$ cat src/rtl/dbg_rx_pkg.sv
package dbg_rx_pkg;
  typedef enum logic [1:0] {
    RX_IDLE = 2'd0,
    RX_FLAG = 2'd1,
    RX_DATA = 2'd2
  } rx_state_e;

  typedef enum logic {
    KIND_INSTR = 1'b0,
    KIND_DATA  = 1'b1
  } frame_kind_e;
endpackage

$ cat src/rtl/dbg_rx_startup.sv
module dbg_rx_startup #(
  parameter int MODE_SAMPLE_CYC = 8,
  parameter int HOLDOFF_CYC     = 16
) (
  input  logic clk,
  input  logic rst,
  input  logic din_pin,
  input  logic din_level,
  output logic mode_self,
  output logic armed
);
  localparam int CW = $clog2(HOLDOFF_CYC + 1);
  localparam logic [CW-1:0] HOLD_VAL   = CW'(HOLDOFF_CYC);
  localparam logic [CW-1:0] SAMPLE_VAL = CW'(MODE_SAMPLE_CYC - 1);

  logic [CW-1:0] since_rst;
  logic          holdoff_done;

  assign holdoff_done = (since_rst == HOLD_VAL);

  // cycles since reset negation, saturating at the hold-off length
  always_ff @(posedge clk) begin
    if (rst) begin
      since_rst <= '0;
    end else if (!holdoff_done) begin
      since_rst <= since_rst + 1'b1;
    end
  end

  // clock mode captured once from the raw pin
  always_ff @(posedge clk) begin
    if (rst) begin
      mode_self <= 1'b0;
    end else if (since_rst == SAMPLE_VAL) begin
      mode_self <= din_pin;
    end
  end

  // start-bit search opens after hold-off once the line is low
  always_ff @(posedge clk) begin
    if (rst) begin
      armed <= 1'b0;
    end else if (holdoff_done && !din_level) begin
      armed <= 1'b1;
    end
  end

  AST_MODE_FROZEN: assert property (@(posedge clk) disable iff (rst)
    (since_rst > SAMPLE_VAL) |=> $stable(mode_self));

  AST_ARM_AFTER_HOLDOFF: assert property (@(posedge clk) disable iff (rst)
    armed |-> holdoff_done);

  AST_ARM_STICKY: assert property (@(posedge clk) disable iff (rst)
    armed |=> armed);
endmodule

$ cat src/rtl/dbg_rx_bitclk.sv
module dbg_rx_bitclk #(
  parameter int SYNC_STAGES = 2
) (
  input  logic clk,
  input  logic rst,
  input  logic mode_self,
  input  logic ser_clk,
  input  logic ser_din,
  output logic bit_vld,
  output logic bit_val,
  output logic din_level
);
  logic [SYNC_STAGES:0]   sck_q;
  logic [SYNC_STAGES-1:0] din_q;
  logic                   sck_rise;
  logic                   din_sync;

  // serial clock chain: SYNC_STAGES synchronizer flops plus one for edge detect
  for (genvar g = 0; g <= SYNC_STAGES; g++) begin : g_sck
    if (g == 0) begin : g_first
      always_ff @(posedge clk) begin
        if (rst) sck_q[0] <= 1'b0;
        else     sck_q[0] <= ser_clk;
      end
    end else begin : g_next
      always_ff @(posedge clk) begin
        if (rst) sck_q[g] <= 1'b0;
        else     sck_q[g] <= sck_q[g-1];
      end
    end
  end

  // data chain matched to the clock synchronizer latency
  for (genvar g = 0; g < SYNC_STAGES; g++) begin : g_din
    if (g == 0) begin : g_first
      always_ff @(posedge clk) begin
        if (rst) din_q[0] <= 1'b0;
        else     din_q[0] <= ser_din;
      end
    end else begin : g_next
      always_ff @(posedge clk) begin
        if (rst) din_q[g] <= 1'b0;
        else     din_q[g] <= din_q[g-1];
      end
    end
  end

  assign sck_rise = sck_q[SYNC_STAGES-1] & ~sck_q[SYNC_STAGES];
  assign din_sync = din_q[SYNC_STAGES-1];

  always_comb begin
    if (mode_self) begin
      bit_vld   = 1'b1;
      bit_val   = ser_din;
      din_level = ser_din;
    end else begin
      bit_vld   = sck_rise;
      bit_val   = din_sync;
      din_level = din_sync;
    end
  end

  AST_EXT_EDGE_SPACING: assert property (@(posedge clk) disable iff (rst)
    (!mode_self && bit_vld) |=> (mode_self || !bit_vld));
endmodule

$ cat src/rtl/dbg_rx_shifter.sv
module dbg_rx_shifter
  import dbg_rx_pkg::*;
#(
  parameter int PAYLOAD_W = 32
) (
  input  logic                 clk,
  input  logic                 rst,
  input  logic                 armed,
  input  logic                 bit_vld,
  input  logic                 bit_val,
  output logic                 done,
  output logic                 done_kind,
  output logic                 frame_valid,
  output logic                 frame_kind,
  output logic [PAYLOAD_W-1:0] frame_payload
);
  localparam int BW = $clog2(PAYLOAD_W);
  localparam logic [BW-1:0] LAST_BIT = BW'(PAYLOAD_W - 1);

  rx_state_e            state;
  logic [BW-1:0]        bcnt;
  logic                 kind_q;
  logic [PAYLOAD_W-1:0] shreg;

  assign done      = (state == RX_DATA) && bit_vld && (bcnt == LAST_BIT);
  assign done_kind = kind_q;

  always_ff @(posedge clk) begin
    if (rst) begin
      state  <= RX_IDLE;
      bcnt   <= '0;
      kind_q <= 1'b0;
      shreg  <= '0;
    end else if (bit_vld) begin
      unique case (state)
        RX_IDLE: if (armed && bit_val) state <= RX_FLAG;
        RX_FLAG: begin
          kind_q <= bit_val;
          bcnt   <= '0;
          state  <= RX_DATA;
        end
        RX_DATA: begin
          shreg <= {shreg[PAYLOAD_W-2:0], bit_val};
          bcnt  <= bcnt + 1'b1;
          if (bcnt == LAST_BIT) state <= RX_IDLE;
        end
        default: state <= RX_IDLE;
      endcase
    end
  end

  always_ff @(posedge clk) begin
    if (rst) begin
      frame_valid   <= 1'b0;
      frame_kind    <= 1'b0;
      frame_payload <= '0;
    end else begin
      frame_valid <= done;
      if (done) begin
        frame_kind    <= kind_q;
        frame_payload <= {shreg[PAYLOAD_W-2:0], bit_val};
      end
    end
  end

  AST_FV_SINGLE: assert property (@(posedge clk) disable iff (rst)
    frame_valid |=> !frame_valid);

  AST_IDLE_UNARMED: assert property (@(posedge clk) disable iff (rst)
    !armed |-> (state == RX_IDLE));
endmodule

$ cat src/rtl/dbg_serial_rx.sv
module dbg_serial_rx
  import dbg_rx_pkg::*;
#(
  parameter int PAYLOAD_W       = 32,
  parameter int MODE_SAMPLE_CYC = 8,
  parameter int HOLDOFF_CYC     = 16,
  parameter int SYNC_STAGES     = 2
) (
  input  logic                 clk,
  input  logic                 rst,
  input  logic                 ser_clk,
  input  logic                 ser_din,
  input  logic                 expect_instr,
  input  logic                 expect_data,
  output logic                 mode_self,
  output logic                 rx_armed,
  output logic                 frame_valid,
  output logic                 frame_is_data,
  output logic [PAYLOAD_W-1:0] frame_payload,
  output logic                 seq_error
);
  logic bit_vld, bit_val, din_level;
  logic done, done_kind;
  logic req_pend;
  logic req_kind;

  dbg_rx_startup #(
    .MODE_SAMPLE_CYC(MODE_SAMPLE_CYC),
    .HOLDOFF_CYC    (HOLDOFF_CYC)
  ) u_startup (
    .clk      (clk),
    .rst      (rst),
    .din_pin  (ser_din),
    .din_level(din_level),
    .mode_self(mode_self),
    .armed    (rx_armed)
  );

  dbg_rx_bitclk #(
    .SYNC_STAGES(SYNC_STAGES)
  ) u_bitclk (
    .clk      (clk),
    .rst      (rst),
    .mode_self(mode_self),
    .ser_clk  (ser_clk),
    .ser_din  (ser_din),
    .bit_vld  (bit_vld),
    .bit_val  (bit_val),
    .din_level(din_level)
  );

  dbg_rx_shifter #(
    .PAYLOAD_W(PAYLOAD_W)
  ) u_shifter (
    .clk          (clk),
    .rst          (rst),
    .armed        (rx_armed),
    .bit_vld      (bit_vld),
    .bit_val      (bit_val),
    .done         (done),
    .done_kind    (done_kind),
    .frame_valid  (frame_valid),
    .frame_kind   (frame_is_data),
    .frame_payload(frame_payload)
  );

  // outstanding core request; a completed frame consumes it
  always_ff @(posedge clk) begin
    if (rst) begin
      req_pend <= 1'b0;
      req_kind <= KIND_INSTR;
    end else begin
      if (done) req_pend <= 1'b0;
      if (expect_instr) begin
        req_pend <= 1'b1;
        req_kind <= KIND_INSTR;
      end else if (expect_data) begin
        req_pend <= 1'b1;
        req_kind <= KIND_DATA;
      end
    end
  end

  always_ff @(posedge clk) begin
    if (rst) seq_error <= 1'b0;
    else     seq_error <= done && req_pend && (done_kind != req_kind);
  end

  AST_SEQERR_WITH_FRAME: assert property (@(posedge clk) disable iff (rst)
    seq_error |-> frame_valid);

  AST_SEQERR_NEEDS_REQ: assert property (@(posedge clk) disable iff (rst)
    seq_error |-> $past(req_pend));
endmodule

$ cat config.mk
export PLATFORM = sky130hd
export DESIGN_NAME = dbg_serial_rx
export DESIGN_NICKNAME = d
export VERILOG_FILES = /design/src/rtl/dbg_rx_pkg.sv /design/src/rtl/dbg_rx_startup.sv /design/src/rtl/dbg_rx_bitclk.sv /design/src/rtl/dbg_rx_shifter.sv /design/src/rtl/dbg_serial_rx.sv
export SDC_FILE = /design/constraint.sdc
export NUM_CORES = 1
export LEC_CHECK = 0
export CAP_MARGIN = 20
export CORE_ASPECT_RATIO = 1.1
export CORE_UTILIZATION = 28
export DETAILED_ROUTE_END_ITERATION = 6
export GPL_TIMING_DRIVEN = 0
export PLACE_DENSITY = 0.52
export SLEW_MARGIN = 0
export SYNTH_ARGS = -nofsm -noshare
export SYNTH_HDL_FRONTEND = slang
export SYNTH_SLANG_ARGS = --single-unit
$ cat constraint.sdc
create_clock -name clk -period 1.8 [get_ports clk]
set_input_delay 0.18 -clock clk [delete_from_list [all_inputs] [get_ports clk]]
set_output_delay 0.18 -clock clk [all_outputs]
set_load 0.01 [all_outputs]
==> impl_metrics.ini, run 1 <==
[status]
status = finished, final reports clean

[clock_tree]
clkTransAtPathRegs_ns = 0.06
numCtsBuffers = 9
clock-root-buffer = clkbuf_16
cts_sinks = 88
clock_latency_ns = 0.34
clock_tree.buffer_depth = 2
ctsHtreeMaxLevel = 3
cts_tree = built
hold_buffers = 0

[worst_setup_path]
slowest_stage = dfxtp_1
crit_arrival_ns = 1.93
cp_top_family = adder cells
crit-reg2reg-capture = u_shifter.frame_payload[21]
path_class = reg2reg
slowest_delay_ns = 0.36
crit_buf_inv = 2
critPathMaxFanout = 10
startpoint = u_shifter.bcnt[1]
reg2reg_depth = 8
crit_cells = 8
crit_chain = ha_2 > and3_4 > ha_4 > o211a_1 > buf_4 > buf_6 > nand2_1 > a21oi_1
r2r_slack_ns = 0.14
critPathCaptureType = flop
worstPathRequired_ns = 2.06
start_kind = flop
crit_end = u_shifter.frame_payload[21]
timing.rr.start = u_shifter.bcnt[1]

[floorplanning]
core-area_um2 = 11400
chipHeight_um = 116
num_io_pins = 43
initial_core_util_pct = 28.7
fp.dieW_um = 105
die_area_um2 = 12200
rows = 41

[logic_synthesis]
ys_top_cells_by_count = 130 x nand2_1, 88 x dfxtp_1, 69 x a21oi_1, 13 x nor2_1
synth_area_um2 = 3290
yosys.area.top_type = dfxtp_1
yosysMostFrequentCell = nand2_1
synth-seq-area-share_pct = 53.6
yosysWarnings = 0
synthFlopType = dfxtp_1
synth-edff-count = 0
ys_types = 36
syn_area_per_cell_um2 = 8.49
netlist_instances = 387
async_reset_ff_share_pct = 0
synth_top_area_share_pct = 53.6
syn_nets = 400
synth_area_leaders = dfxtp_1 54%, nand2_1 15%, a21oi_1 11%, buf_6 2.7%, ha_1 2.7%
ys_seq_elements = 88

[worst_hold_path]
hp-start = rst
hold_class = in2reg

[drt]
vias = 2612
drt_iter0_drc = 57
vias_per_cell = 4.40
drc_errors = 0
postRouteAntennaNets = 0
wl_um = 6950
drt_first_pass_iters = 4
wl_per_cell_um = 11.7

[place]
place_area_um2 = 3880
hpwl_um = 4950
numPortBuffers = 41
post-place-ws_ns = 0.0432
place_inst = 578
place_congestion = 0.743

[timing]
slew_viol_final = 0
fmax_mhz = 601
worst_slack_ns = 0.136
hold_viol_final = 0
post-route-period-util_pct = 92.4
worst_pin_slew_ns = 0.553
fin_crit_ns = 1.66
setup_tns_ns = 0
relSlewSlack_pct = 62.9
setup_viol = 0
finClkSkew_ns = 0.00499

[power]
peakVddDrop_mv = 0.396
intPower_uw = 3000
seqPwrFrac_pct = 51.6
leakage_uw = 0.00142
power.density_nw_per_um2 = 911
power_frac_comb_pct = 2.3
p_switching_uw = 822
swShare_pct = 21.5
clkPwrFrac_pct = 46.2

[layout]
design_area_um2 = 4190
fillers = 1197
syn_to_final_growth_pct = 27.5
final_nets = 452
final_cells = 594
multiInputGateArea_um2 = 1350
num_antenna_cells = 0
fin_util_pct = 36.6
ff_latch_area_um2 = 1760
drive_gt1_share_pct = 9.68

[global_routing]
overflow = 0
antenna_found_initial = 0
met1_usage_pct = 15.1
grt_pass1_vias = 2470
use_met3_pct = 2.47
grt_max_degree = 15
grt_pass1_wl_um = 11800
use_met2_pct = 20.7
busiest_layer = met2
track_usage_pct = 12.6

[flow_run]
cap_viol_max_count = 0
-- per-layer routing --
layer,up-vias,wire [um]
met2,42,3240
met3,13,235
met5,-,0
li1,1371,-
met1,1186,3320
met4,0,147
-- cells by family (layout without fill, tap and decap cells) --
| kind of cell | after synthesis | in the layout | share of synthesized area, % |
|---|---|---|---|
| AOI/OAI and AO/OA | 85 | 85 | 14.6 |
| DFF | 88 | 88 | 53.6 |
| buffers and inverters | 33 | 90 | 6.01 |
| and+or+nand+nor | 165 | 165 | 20.4 |
| adders and majority gates | 7 | 7 | 2.66 |
| muxes | 4 | 4 | 1.33 |
| xor gates and xnor gates | 5 | 5 | 1.33 |
-- what timing repair did --
item	CTS	global route
hold endpoints to repair	0	0
endpoints found under the setup margin	0	35
setup buffers	0	0
gates resized for setup	0	5
-- state kept, by name (all words and copies together), names as in the netlist, 2 cells and up --
name                     flops
u_startup.since_rst          5
u_shifter.state              2
u_shifter.frame_payload     32
u_shifter.bcnt               5
u_bitclk.sck_q               3
u_shifter.shreg             31
-- cells in the final DEF, fill, tap and decap left out, types with 6 or more instances in the layout --
cell             count
a21oi_1             69
buf_2                8
buf_6                8
clkbuf_1             6
clkbuf_16            9
clkdlybuf4s50_1     41
dfxtp_1             87
inv_1                7
nand2_1            130
nand3_1              7
nor2_1              13
-- final cells by class --
cell class / count / share of cell area (%)
plain buffers: 26 / 4.09
clock buffers: 11 / 6.03
clock inverters: 5 / 0.746
inverters: 7 / 0.627
multi-input cells: 266 / 32.2
flip-flops and latches: 88 / 42.1
well taps: 150 / 4.48
repair buffers: 41 / 9.79
-- stage by stage --
stage | hold WS (ns) | total power [uW]
after detailed placement | 0.425 | 2100
after global placement | 0.419 | 2100
after CTS | 0.183 | 3880
after floorplan | 0.259 | 2070
final | 0.185 | 3820
after global routing | 0.206 | 3960
-- power groups by stage --
| stage | clock network (uW) | registers (uW) | logic [uW] |
|---|---|---|---|
| final | 1760 | 1970 | 87.0 |
| after global routing | 1900 | 1970 | 98.4 |
| after CTS | 1820 | 1970 | 89.4 |
| after detailed placement | 0 | 2010 | 88.9 |
| after global placement | 0 | 2010 | 86.6 |
| after floorplan | 0 | 2010 | 57.3 |
-- worst min-delay path by stage --
stage	end	cells after the start	slack, ns
finish	u_shifter.frame_valid	2	0.18
global placement	u_bitclk.sck_q[1]	1	0.42
floorplan	req_kind	1	0.26
CTS	u_shifter.frame_valid	2	0.18
detailed placement	u_bitclk.sck_q[1]	1	0.43
global route	u_shifter.frame_valid	2	0.21
No activity file was read; power rests on OpenSTA's default activity.
==> inputs of run 2 (changes only) <==
CTS_CLUSTER_SIZE = 16   (was not set)
==> results of run 2 <==
The final DEF is identical to that of run 1; final timing and power are the same.
